[src/rtl/brd_ctl_pkg.sv]
package brd_ctl_pkg;
   localparam int ADDR_W = 12;
   localparam logic [ADDR_W-1:0] OFS_ID     = 12'h000;
   localparam logic [ADDR_W-1:0] OFS_LED    = 12'h008;
   localparam logic [ADDR_W-1:0] OFS_VSET   = 12'h030;
   localparam logic [ADDR_W-1:0] OFS_VCLR   = 12'h034;
   localparam logic [ADDR_W-1:0] OFS_NVSET  = 12'h038;
   localparam logic [ADDR_W-1:0] OFS_NVCLR  = 12'h03C;
   localparam logic [ADDR_W-1:0] OFS_CARD   = 12'h048;
   localparam logic [ADDR_W-1:0] OFS_FLASH  = 12'h04C;
   localparam logic [ADDR_W-1:0] OFS_MISC   = 12'h060;
   localparam int MASTER_BIT = 14;

   typedef struct packed {
      logic id;
      logic led;
      logic vset;
      logic vclr;
      logic nvset;
      logic nvclr;
      logic card;
      logic flash;
      logic misc;
   } reg_sel_t;
endpackage

[src/rtl/brd_ctl_decode.sv]
module brd_ctl_decode
   import brd_ctl_pkg::*;
(
   input  logic [ADDR_W-1:0] addr,
   output reg_sel_t          sel,
   output logic              hit
);
   logic [ADDR_W-1:0] word_ofs;

   always_comb begin
      word_ofs = {addr[ADDR_W-1:2], 2'b00};
      sel = '0;
      case (word_ofs)
         OFS_ID:    sel.id    = 1'b1;
         OFS_LED:   sel.led   = 1'b1;
         OFS_VSET:  sel.vset  = 1'b1;
         OFS_VCLR:  sel.vclr  = 1'b1;
         OFS_NVSET: sel.nvset = 1'b1;
         OFS_NVCLR: sel.nvclr = 1'b1;
         OFS_CARD:  sel.card  = 1'b1;
         OFS_FLASH: sel.flash = 1'b1;
         OFS_MISC:  sel.misc  = 1'b1;
         default:   sel = '0;
      endcase
      hit = |sel;
   end
endmodule

[src/rtl/brd_ctl_sync.sv]
module brd_ctl_sync #(
   parameter int W      = 1,
   parameter int STAGES = 2
) (
   input  logic         clk,
   input  logic         rst_n,
   input  logic [W-1:0] d,
   output logic [W-1:0] q
);
   if (STAGES < 2) begin : g_bad_stages
      $error("brd_ctl_sync: STAGES must be at least 2");
   end

   logic [W-1:0] stage [STAGES];

   for (genvar s = 0; s < STAGES; s++) begin : g_stage
      always_ff @(posedge clk) begin
         if (!rst_n) stage[s] <= '0;
         else if (s == 0) stage[s] <= d;
         else stage[s] <= stage[(s == 0) ? 0 : s-1];
      end
   end

   assign q = stage[STAGES-1];
endmodule

[src/rtl/brd_ctl_flagreg.sv]
module brd_ctl_flagreg #(
   parameter int W = 32
) (
   input  logic         clk,
   input  logic         clr_n,
   input  logic         set_we,
   input  logic         clr_we,
   input  logic [W-1:0] wdata,
   output logic [W-1:0] q
);
   if (W < 1) begin : g_bad_w
      $error("brd_ctl_flagreg: W must be positive");
   end

   always_ff @(posedge clk) begin
      if (!clr_n)      q <= '0;
      else if (set_we) q <= q | wdata;
      else if (clr_we) q <= q & ~wdata;
   end

   // set alias turns on every written one
   assert_flag_set_R3: assert property (@(posedge clk) disable iff (!clr_n)
      set_we |=> ((q & $past(wdata)) == $past(wdata)));
   // clear alias turns off every written one
   assert_flag_clr_R4: assert property (@(posedge clk) disable iff (!clr_n)
      (clr_we && !set_we) |=> ((q & $past(wdata)) == '0));
   // untouched bits keep their value
   assert_flag_keep_R3: assert property (@(posedge clk) disable iff (!clr_n)
      (set_we || clr_we) |=> ((q & ~$past(wdata)) == ($past(q) & ~$past(wdata))));
   // no alias strobe, no change
   assert_flag_idle_R10: assert property (@(posedge clk) disable iff (!clr_n)
      (!set_we && !clr_we) |=> $stable(q));
endmodule

[src/rtl/brd_ctl_bank.sv]
module brd_ctl_bank
   import brd_ctl_pkg::*;
#(
   parameter int          DATA_W      = 32,
   parameter int          LED_W       = 8,
   parameter int          BOARD_W     = 12,
   parameter int          SYNC_STAGES = 2,
   parameter logic [3:0]  ID_REV      = 4'h1,
   parameter logic [15:0] ID_BUILD    = 16'h0C0D,
   parameter logic        WPN_RST     = 1'b0
) (
   input  logic              clk,
   input  logic              rst_n,
   input  logic              por_n,
   input  logic              bus_sel,
   input  logic              bus_wr,
   input  logic [ADDR_W-1:0] bus_addr,
   input  logic [DATA_W-1:0] bus_wdata,
   output logic [DATA_W-1:0] bus_rdata,
   input  logic [BOARD_W-1:0] board_num,
   input  logic              card_in_pin,
   input  logic              card_wp_pin,
   input  logic              master_site_pin,
   output logic [LED_W-1:0]  led_o,
   output logic              flash_wp_n_o
);
   localparam int ID_LO    = 16;
   localparam int ID_HI    = ID_LO + BOARD_W - 1;
   localparam int N_SYNC   = 3;

   if (DATA_W != 32) begin : g_bad_data
      $error("brd_ctl_bank: DATA_W must be 32");
   end
   if (LED_W < 1 || LED_W > DATA_W) begin : g_bad_led
      $error("brd_ctl_bank: LED_W out of range");
   end
   if (BOARD_W != 12) begin : g_bad_board
      $error("brd_ctl_bank: BOARD_W must be 12 to fit bits 27:16");
   end

   reg_sel_t sel;
   logic     hit;
   logic     wr_acc, rd_acc;

   brd_ctl_decode u_dec (
      .addr (bus_addr),
      .sel  (sel),
      .hit  (hit)
   );

   assign wr_acc = bus_sel &  bus_wr;
   assign rd_acc = bus_sel & ~bus_wr;

   // flag words
   logic [DATA_W-1:0] vflags, nvflags;

   brd_ctl_flagreg #(.W(DATA_W)) u_vflags (
      .clk    (clk),
      .clr_n  (rst_n),
      .set_we (wr_acc & sel.vset),
      .clr_we (wr_acc & sel.vclr),
      .wdata  (bus_wdata),
      .q      (vflags)
   );

   brd_ctl_flagreg #(.W(DATA_W)) u_nvflags (
      .clk    (clk),
      .clr_n  (por_n),
      .set_we (wr_acc & sel.nvset),
      .clr_we (wr_acc & sel.nvclr),
      .wdata  (bus_wdata),
      .q      (nvflags)
   );

   // synchronized pins: {master, card_wp, card_in}
   logic [N_SYNC-1:0] pin_sync;

   brd_ctl_sync #(.W(N_SYNC), .STAGES(SYNC_STAGES)) u_sync (
      .clk   (clk),
      .rst_n (rst_n),
      .d     ({master_site_pin, card_wp_pin, card_in_pin}),
      .q     (pin_sync)
   );

   // LED and flash write-protect registers
   logic [LED_W-1:0] led_q;
   logic             wpn_q;

   always_ff @(posedge clk) begin
      if (!rst_n) begin
         led_q <= '0;
         wpn_q <= WPN_RST;
      end else if (wr_acc) begin
         if (sel.led)   led_q <= bus_wdata[LED_W-1:0];
         if (sel.flash) wpn_q <= bus_wdata[0];
      end
   end

   assign led_o        = led_q;
   assign flash_wp_n_o = wpn_q;

   // read path
   logic [DATA_W-1:0] rd_mux;

   always_comb begin
      rd_mux = '0;
      unique case (1'b1)
         sel.id: begin
            rd_mux[DATA_W-1 -: 4]   = ID_REV;
            rd_mux[ID_HI:ID_LO]     = board_num;
            rd_mux[ID_LO-1:0]       = ID_BUILD;
         end
         sel.led:   rd_mux[LED_W-1:0] = led_q;
         sel.vset:  rd_mux = vflags;
         sel.nvset: rd_mux = nvflags;
         sel.card:  rd_mux[1:0] = pin_sync[1:0];
         sel.flash: rd_mux[0] = wpn_q;
         sel.misc:  rd_mux[MASTER_BIT] = pin_sync[2];
         default:   rd_mux = '0;
      endcase
   end

   always_ff @(posedge clk) begin
      if (!rst_n)      bus_rdata <= '0;
      else if (rd_acc) bus_rdata <= rd_mux;
      else             bus_rdata <= '0;
   end

   // LED write reaches the pins on the next cycle
   assert_led_write_R2: assert property (@(posedge clk) disable iff (!rst_n)
      (wr_acc && sel.led) |=> (led_o == $past(bus_wdata[LED_W-1:0])));
   // flash write-protect follows bit 0 of a write
   assert_wpn_write_R8: assert property (@(posedge clk) disable iff (!rst_n)
      (wr_acc && sel.flash) |=> (flash_wp_n_o == $past(bus_wdata[0])));
   // outputs hold when their register is not written
   assert_out_hold_R2: assert property (@(posedge clk) disable iff (!rst_n)
      !(wr_acc && (sel.led || sel.flash)) |=> ($stable(led_o) && $stable(flash_wp_n_o)));
   // unmapped reads return zero
   assert_unmapped_zero_R10: assert property (@(posedge clk) disable iff (!rst_n)
      (rd_acc && !hit) |=> (bus_rdata == '0));
   // identification word carries the board strap
   assert_id_board_R1: assert property (@(posedge clk) disable iff (!rst_n)
      (rd_acc && sel.id) |=> (bus_rdata[ID_HI:ID_LO] == $past(board_num)));
   // misc word has only the master bit
   assert_misc_bits_R9: assert property (@(posedge clk) disable iff (!rst_n)
      (rd_acc && sel.misc) |=> ($countones(bus_rdata) <= 1));
endmodule

[config.mk]
export PLATFORM = sky130hd
export DESIGN_NAME = brd_ctl_bank
export DESIGN_NICKNAME = d
export VERILOG_FILES = /design/src/rtl/brd_ctl_pkg.sv /design/src/rtl/brd_ctl_decode.sv /design/src/rtl/brd_ctl_sync.sv /design/src/rtl/brd_ctl_flagreg.sv /design/src/rtl/brd_ctl_bank.sv
export SDC_FILE = /design/constraint.sdc
export NUM_CORES = 1
export LEC_CHECK = 0
export BUFFER_PORTS_ARGS = -buffer_cell sky130_fd_sc_hd__buf_2
export CAP_MARGIN = 20
export CORE_AREA = 5 5 99 101
export CTS_CLUSTER_DIAMETER = 60
export CTS_CLUSTER_SIZE = 28
export DETAILED_ROUTE_END_ITERATION = 8
export DIE_AREA = 0 0 104 106
export MAX_ROUTING_LAYER = met4
export PLACE_DENSITY = 0.78
export SLEW_MARGIN = 20
export SYNTH_ARGS = -nofsm -noshare
export SYNTH_HDL_FRONTEND = slang
export SYNTH_HIERARCHICAL = 1
export SYNTH_SLANG_ARGS = --single-unit
export TNS_END_PERCENT = 20
[constraint.sdc]
create_clock -name clk -period 2.95 [get_ports clk]
set_input_delay 0.295 -clock clk [delete_from_list [all_inputs] [get_ports clk]]
set_output_delay 0.295 -clock clk [all_outputs]
set_load 0.01 [all_outputs]
==> results of run 1 <==
-- layout by cell type, fill, tap and decap left out, types with 10 or more instances in the layout --
cell and count:
dfxtp_1 111, buf_2 102, and3_1 68, nand2_1 66, a31o_1 62, nor2_1 30
a222oi_1 17, a22oi_1 14, clkbuf_8 10, buf_4 10
-- layer usage --
metal | part of all wire [%] | global-route usage, %
met5 | 0 | -
met4 | 1.4 | 8.23
met3 | 6.6 | 5.10
met2 | 50 | 37.3
met1 | 42 | 26.0
-- area by class of cell --
| cell class | instances | area [um^2] | share of cell area, % |
|---|---|---|---|
| well taps | 111 | 139 | 2.63 |
| flip-flops and latches | 111 | 2220 | 42.1 |
| diodes | 1 | 2.50 | 0.0474 |
| repair buffers | 114 | 626 | 11.9 |
| multi-input cells | 314 | 2080 | 39.3 |
| clock inverters | 6 | 72.6 | 1.37 |
| clock buffers | 10 | 138 | 2.61 |
| inverters | 1 | 3.75 | 0.0711 |
-- critical path, cell delays in order --
cell and delay (ns):
buf_2 0.10, or4_4 0.53, or3b_1 0.49, nor3_2 0.37
and3_1 0.22, buf_4 0.31, and3_1 0.22, a31o_1 0.11
-- final timing paths --
check	start	endpoint	slack [ns]
worst max-delay path	bus_addr[9]	flop	0.62
worst min-delay path	card_in_pin	u_sync/stage[0][0]	0.13
worst max register to register	flop	bus_rdata[27]	2.07
worst min register to register	u_sync/stage[0][2]	u_sync/stage[1][2]	0.45
-- where the power goes --
part	total, W	leakage, nW	switching, W	internal (W)
clock network	0.000962	0.104	0.000535	0.000427
registers	0.00150	0.895	0.00000116	0.00150
logic	0.000111	1.34	0.0000714	0.0000400
total	0.00258	2.34	0.000608	0.00197
-- stage by stage --
step / power [W] / setup WS [ns] / hold slack [ns] / cells
floorplan: 0.00159 / 0.310 / 0.406 / 466
global placement: 0.00164 / 0.293 / 0.409 / 651
detailed placement: 0.00165 / 0.235 / 0.424 / 651
CTS: 0.00259 / 0.625 / 0.118 / 667
global route: 0.00266 / 0.509 / 0.119 / 668
finish: 0.00258 / 0.616 / 0.129 / 668
==> results.md, run 1 <==
- Status: completed
- Clk sinks: between 100 and 150
- DR vias: roughly 4000
- WHS Path Cells: 2
- DRC violations left: 0
- Syn Area/Cell: 9.78 um^2
- Clk buf depth: 2
- Reg2Reg Depth: 2
- IO Pins: roughly 110
- Final Max Tran Viols: 0
- Crit end category: flop
- NumNets Final: 615
- CTS tree: done
- Routability cong.: roughly 0.79
- Placed cell areas: around 5000 um^2
- H-tree depth: 3
- Vias in the first global route: between 4000 and 5000
- Area growth from synthesis to layout: 15.8%
- Postcts setup bufs: 0
- Minimum clock period: about 2.3 ns
- Worst-Margin Slew: about 1.1 ns
- DRT iter0 DRCs: between 400 and 500
- Finished Cell Area: approximately 5300 um^2
- Initial Util: roughly 51%
- Initial antenna violation count: 1
- Util after Layout: 59.1%
- Gr ovfl total: 0
- Die Height: 106 um
- Worst slew margin: 26.0%
- Post-Syn Area: approximately 4600 um^2
- Net count after synthesis: 530
- Cts repair resizes: 0
- Peak Freq: roughly 0.43 GHz
- Antenna Nets Post-Route: 0
- Share of layout cells above drive strength 1: around a quarter
- Worst-Skew Late Latency: 0.38 ns
- Port bufs: 102
- Core area: ~9000 um^2
- WS Path Type: primary input to flop
- Skew final: around 0.017 ns
- Die area: 11000 um^2
- First drt pass iteration count: 6
- Root Driver: clkbuf_8
- Hold buffer count at CTS: 0
- Final period util: between 70% and 80%
- GR Util All Layers: approximately 22%
- Worst endpoint required time: approximately 3.3 ns
- Crit path DAT: about 2.7 ns
- Warnings, synthesis: 6
- VDD IR max: between 200 and 300 uV
- Fillers: roughly 830
- Die Wd: approximately 100 um
- Site row count: 35
- Leak Pwr: roughly 2.3 nW
- Total Wirelength: 12.0 mm
- Worst Path Max Fanout: 32
- RSZ-0062 raised after global routing: false
- Pwr/cell area: 488 nW/um^2
- Setup TNS: 0 ns
- Final hold vios: 0
- Max-cap violations: 0
- Final setup violation count: 0
- Routed length per instance: 18.0 um
- Via-per-instance ratio: around 6
- Gate Count Post-Synth: 466
- CP Launch Type: primary input
- Hpwl dp: 7.59 mm
- Number of buffers created by CTS: 9
- HP Class: primary input to flop
- Largest net degree at the start of global routing: 80
- Worst-path clk slew: 0.10 ns
- Global-route wire length before repair: just under 20 mm
Power figures use the tool's default switching activity.
==> inputs of run 2 (changes only) <==
clock period = 2.3 ns   (was 2.95 ns; I/O delays follow)
==> results.md, run 2 (same netlist as run 1, synthesis figures left out) <==
- Status: completed
- GR Util All Layers: a little over a fifth
- Placed Cells incl. Taps: 664
- Area growth from synthesis to layout: 18.3%
- Fin cells: slightly below 700
- Final Max Tran Viols: 0
- Site row count: 35
- Hpwl dp: 7.96 mm
- Pwr/cell area: 619 nW/um^2
- Worst-Skew Late Latency: about 0.38 ns
- CP startpoint: bus_addr[9]
- Via-per-instance ratio: approximately 6
- Worst-path clk slew: 0.11 ns
- Initial Util: about 51%
- Commonest non-fill, non-tap cell in the layout: dfxtp_1
- CP Launch Type: primary input
- H-tree depth: 3
- Routed length per instance: 17.5 um
- Die Height: between 100 and 150 um
- Clk buf depth: 2
- Flop-to-flop setup slack: approximately 1.4 ns
- Global-route wire length before repair: 19.7 mm
- Share of layout cells above drive strength 1: 27.6%
- Vias in the first global route: 4046
- Core area: approximately 8900 um^2
- DRT iter0 DRCs: approximately 360
- Crit end category: flop
- Number of buffers created by CTS: 9
- Final hold vios: 0
- Peak Freq: 0.505 GHz
- CTS tree: done
- Leak Pwr: roughly 2.4 nW
- Highest-count cells in the layout ignoring fill and taps: 111 x dfxtp_1, 102 x buf_2, 68 x and3_1
- Fillers: 809
- Port bufs: between 100 and 150
- DR vias: around 4000
- Minimum clock period: around 2 ns
- Die area: approximately 11000 um^2
- DRC violations left: 0
- Antenna Nets Post-Route: 0
- NumNets Final: 628
- Final period util: 86.2%
- Final setup violation count: 0
- Post-route worst setup slack: approximately 0.32 ns
- Root Driver: clkbuf_8
- WHS: between 0.06 and 0.07 ns
- IO Pins: around 110
- Max-cap violations: 0
- VDD IR max: about 440 uV
- First drt pass iteration count: 5
- Crit path DAT: around 2.3 ns
- Worst slack at placement: -0.0391 ns
- Number of inserted diodes: 0
- Worst-Margin Slew: 1.00 ns
- Reg2Reg Depth: 2
- Skew final: roughly 0.012 ns
- Worst endpoint required time: 2.61 ns
- Hold buffer count at CTS: 0
- Cts repair resizes: 0
- Gr ovfl total: 0
- Die Wd: roughly 100 um
- Largest net degree at the start of global routing: 52
- Routability cong.: around 0.78
- Worst Path Max Fanout: 16
- HP Class: primary input to flop
- Worst slew margin: 32.8%
- Postcts setup bufs: 0
- RSZ-0062 raised after global routing: false
- Clk sinks: around 110
- Reg2reg end: bus_rdata[27]
- Total Wirelength: 11.9 mm
- WS Path Type: primary input to flop
- Initial antenna violation count: 0
-- run 2: worst min path at each step --
stage / from / end / slack, ns / cells past startpoint
after CTS: card_in_pin / u_sync/stage[0][0] / 0.05 / 2
after global routing: card_wp_pin / u_sync/stage[0][1] / 0.05 / 2
after detailed placement: u_sync/stage[0][1] / u_sync/stage[1][1] / 0.42 / 1
after global placement: u_sync/stage[0][1] / u_sync/stage[1][1] / 0.41 / 1
final: card_wp_pin / u_sync/stage[0][1] / 0.06 / 2
after floorplan: rst_n / u_sync/stage[0][0] / 0.35 / 1
-- run 2: layout make-up --
class	count	area (um^2)	share of cell area (%)
Inverter	1	3.75	0.0696
Clock buffer	9	124	2.30
Tap cell	111	139	2.58
Timing Repair Buffer	127	736	13.6
Sequential cell	111	2220	41.2
Clock inverter	7	95.1	1.76
Multi-Input combinational cell	314	2070	38.4
-- run 2: power breakdown --
group	switching (W)	leakage [nW]	internal, W	total, W
logic	0.0000914	1.41	0.0000538	0.000145
registers	0.00000128	0.895	0.00193	0.00193
clock network	0.000723	0.111	0.000540	0.00126
total	0.000816	2.42	0.00252	0.00334
-- run 2: worst max-delay path, stage by stage --
cell and delay (ns):
buf_2 0.09, or4_4 0.54, or3b_4 0.42, nor3_2 0.27, and3_1 0.23, buf_4 0.21
and3_1 0.19, a31o_2 0.11
-- run 2: routing by layer --
layer	routed length, um	global-route usage [%]	vias up
met5	0	-	-
met3	832	4.43	12
met2	5790	35.7	152
met1	5090	27.7	1998
li1	-	-	1914
met4	161	6.29	0
-- run 2: stage by stage --
step           util [%]  power [W]  setup TNS [ns]  cell area, um^2
6_report           60.4    0.00334               0             5390
5_1_grt            60.4    0.00348               0             5390
4_1_cts            60.4    0.00336               0             5390
3_5_place_dp       57.9    0.00211          -0.538             5170
3_3_place_gp       57.9    0.00211               0             5170
2_1_floorplan         -    0.00204         -0.0286             4570
==> inputs of run 3 (changes only) <==
CORE_AREA = 5 5 97 99   (was 5 5 99 101)
CTS_BUF_LIST = sky130_fd_sc_hd__clkbuf_2 sky130_fd_sc_hd__clkbuf_4 sky130_fd_sc_hd__clkbuf_8   (was unset)
DIE_AREA = 0 0 102 104   (was 0 0 104 106)
PLACE_DENSITY = 0.81   (was 0.78)
==> results.md, run 3 (same netlist as run 1, synthesis figures left out) <==
- Status: completed
- Worst-Margin Slew: around 1.1 ns
- First drt pass iteration count: 7
- Port bufs: roughly 100
- H-tree depth: 3
- Pwr/cell area: approximately 590 nW/um^2
- Core area: about 8500 um^2
- Area growth from synthesis to layout: 17.2%
- Routability cong.: 0.822
- CP Launch Type: primary input
- Crit end category: flop
- Hold buffer count at CTS: 0
- Fillers: roughly 710
- DRT iter0 DRCs: approximately 330
- Die Height: 104 um
- Total Wirelength: 11.7 mm
- HP Class: primary input to flop
- Routed length per instance: 17.3 um
- Fin cells: ~680
- Largest net degree at the start of global routing: 67
- Share of layout cells above drive strength 1: 27.1%
- Worst-Skew Late Latency: about 0.37 ns
- Die area: around 11000 um^2
- Postcts setup bufs: 0
- Root Driver: clkbuf_8
- Worst slew margin: 28.6%
- DR vias: 4002
- Site row count: 34
- Via-per-instance ratio: slightly below 6
- Initial Util: approximately 54%
- CTS tree: done
- Skew final: between 0.008 and 0.009 ns
- Die Wd: 102 um
- RSZ-0062 raised after global routing: false
- VDD IR max: 344 uV
- Initial antenna violation count: 1
- Leak Pwr: roughly 2.4 nW
- Clk sinks: 111
- Final Max Tran Viols: 0
- Commonest non-fill, non-tap cell in the layout: dfxtp_1
- Vias in the first global route: ~4000
- Highest-count cells in the layout ignoring fill and taps: 111 x dfxtp_1, 102 x buf_2, 68 x and3_1
- Crit path DAT: 2.30 ns
- Max-cap violations: 0
- Worst slack at placement: -0.0554 ns
- Final setup violation count: 0
- IO Pins: around 110
- WS Path Type: primary input to flop
- DRC violations left: 0
- Clk buf depth: 2
- Cts repair resizes: 0
- Worst endpoint required time: 2.63 ns
- Worst-path clk slew: around 0.11 ns
- Minimum clock period: 1.98 ns
- Number of buffers created by CTS: 9
- GR Util All Layers: a little under a quarter
- NumNets Final: ~620
- Post-route worst setup slack: about 0.32 ns
- Gr ovfl total: 0
- Placed Cells incl. Taps: about 660
- Peak Freq: ~0.5 GHz
- Hpwl dp: approximately 7.7 mm
- Final period util: a little under nine tenths
- Antenna Nets Post-Route: 0
- Final hold vios: 0
- Global-route wire length before repair: ~19 mm
- Worst Path Max Fanout: 32
## run 3: cell types whose count changed in the layout (fill, tap and decap cells not counted), sizes merged
cell | previous run | this run
buf | 127 | 123
bufinv | 1 | 0
clkinv | 1 | 2
clkinvlp | 0 | 1
diode | 0 | 2
inv | 6 | 5
## run 3: final cells by class
| type | count | area, um^2 | area share, % |
|---|---|---|---|
| sequential | 111 | 2220 | 41.6 |
| multi-input combinational | 314 | 2080 | 38.9 |
| timing repair buffer | 123 | 718 | 13.5 |
| tap | 108 | 135 | 2.53 |
| clock buffer | 9 | 124 | 2.32 |
| clock inverter | 7 | 52.6 | 0.984 |
| antenna | 2 | 5.00 | 0.0937 |
| inverter | 1 | 3.75 | 0.0703 |
## run 3: power by group
group          leakage (nW)  internal, W  switching [W]
clock network        0.0908     0.000406       0.000679
registers             0.895      0.00193     0.00000129
logic                  1.39    0.0000526      0.0000906
## run 3: critical path, stage by stage
cell    delay, ns
buf_2        0.10
or4_4        0.53
or3b_4       0.42
buf_4        0.16
nor2_4       0.15
and3_1       0.22
buf_12       0.19
and3_1       0.19
a31o_1       0.11
## run 3: routing by layer
layer | up-vias | wire length [um] | part of all wire (%) | track usage [%]
met5 | - | 0 | 0 | -
met4 | 0 | 173 | 1.5 | 7.22
met3 | 20 | 866 | 7.4 | 4.63
met2 | 161 | 5670 | 49 | 36.2
met1 | 1911 | 4950 | 42 | 29.1
li1 | 1910 | - | - | -
## run 3: final timing paths
kind / start / to / slack [ns] / cells past startpoint
worst min-delay path: card_wp_pin / u_sync/stage[0][1] / 0.06 / 2
worst max-delay path: bus_addr[9] / flop / 0.32 / 9
worst min register to register: u_sync/stage[0][0] / u_sync/stage[1][0] / 0.44 / 1
worst max register to register: flop / bus_rdata[14] / 1.37 / 2
## run 3: stage by stage
step	utilization (%)	hold WS, ns	instance area, um^2	TNS [ns]	total power, W
after detailed placement	60.9	0.423	5160	-0.868	0.00211
after CTS	63.0	0.0558	5330	0	0.00318
after global routing	63.0	0.0679	5340	0	0.00327
final	63.1	0.0625	5340	0	0.00316
after floorplan	-	0.352	4570	-0.0286	0.00204
after global placement	60.9	0.410	5160	0	0.00211
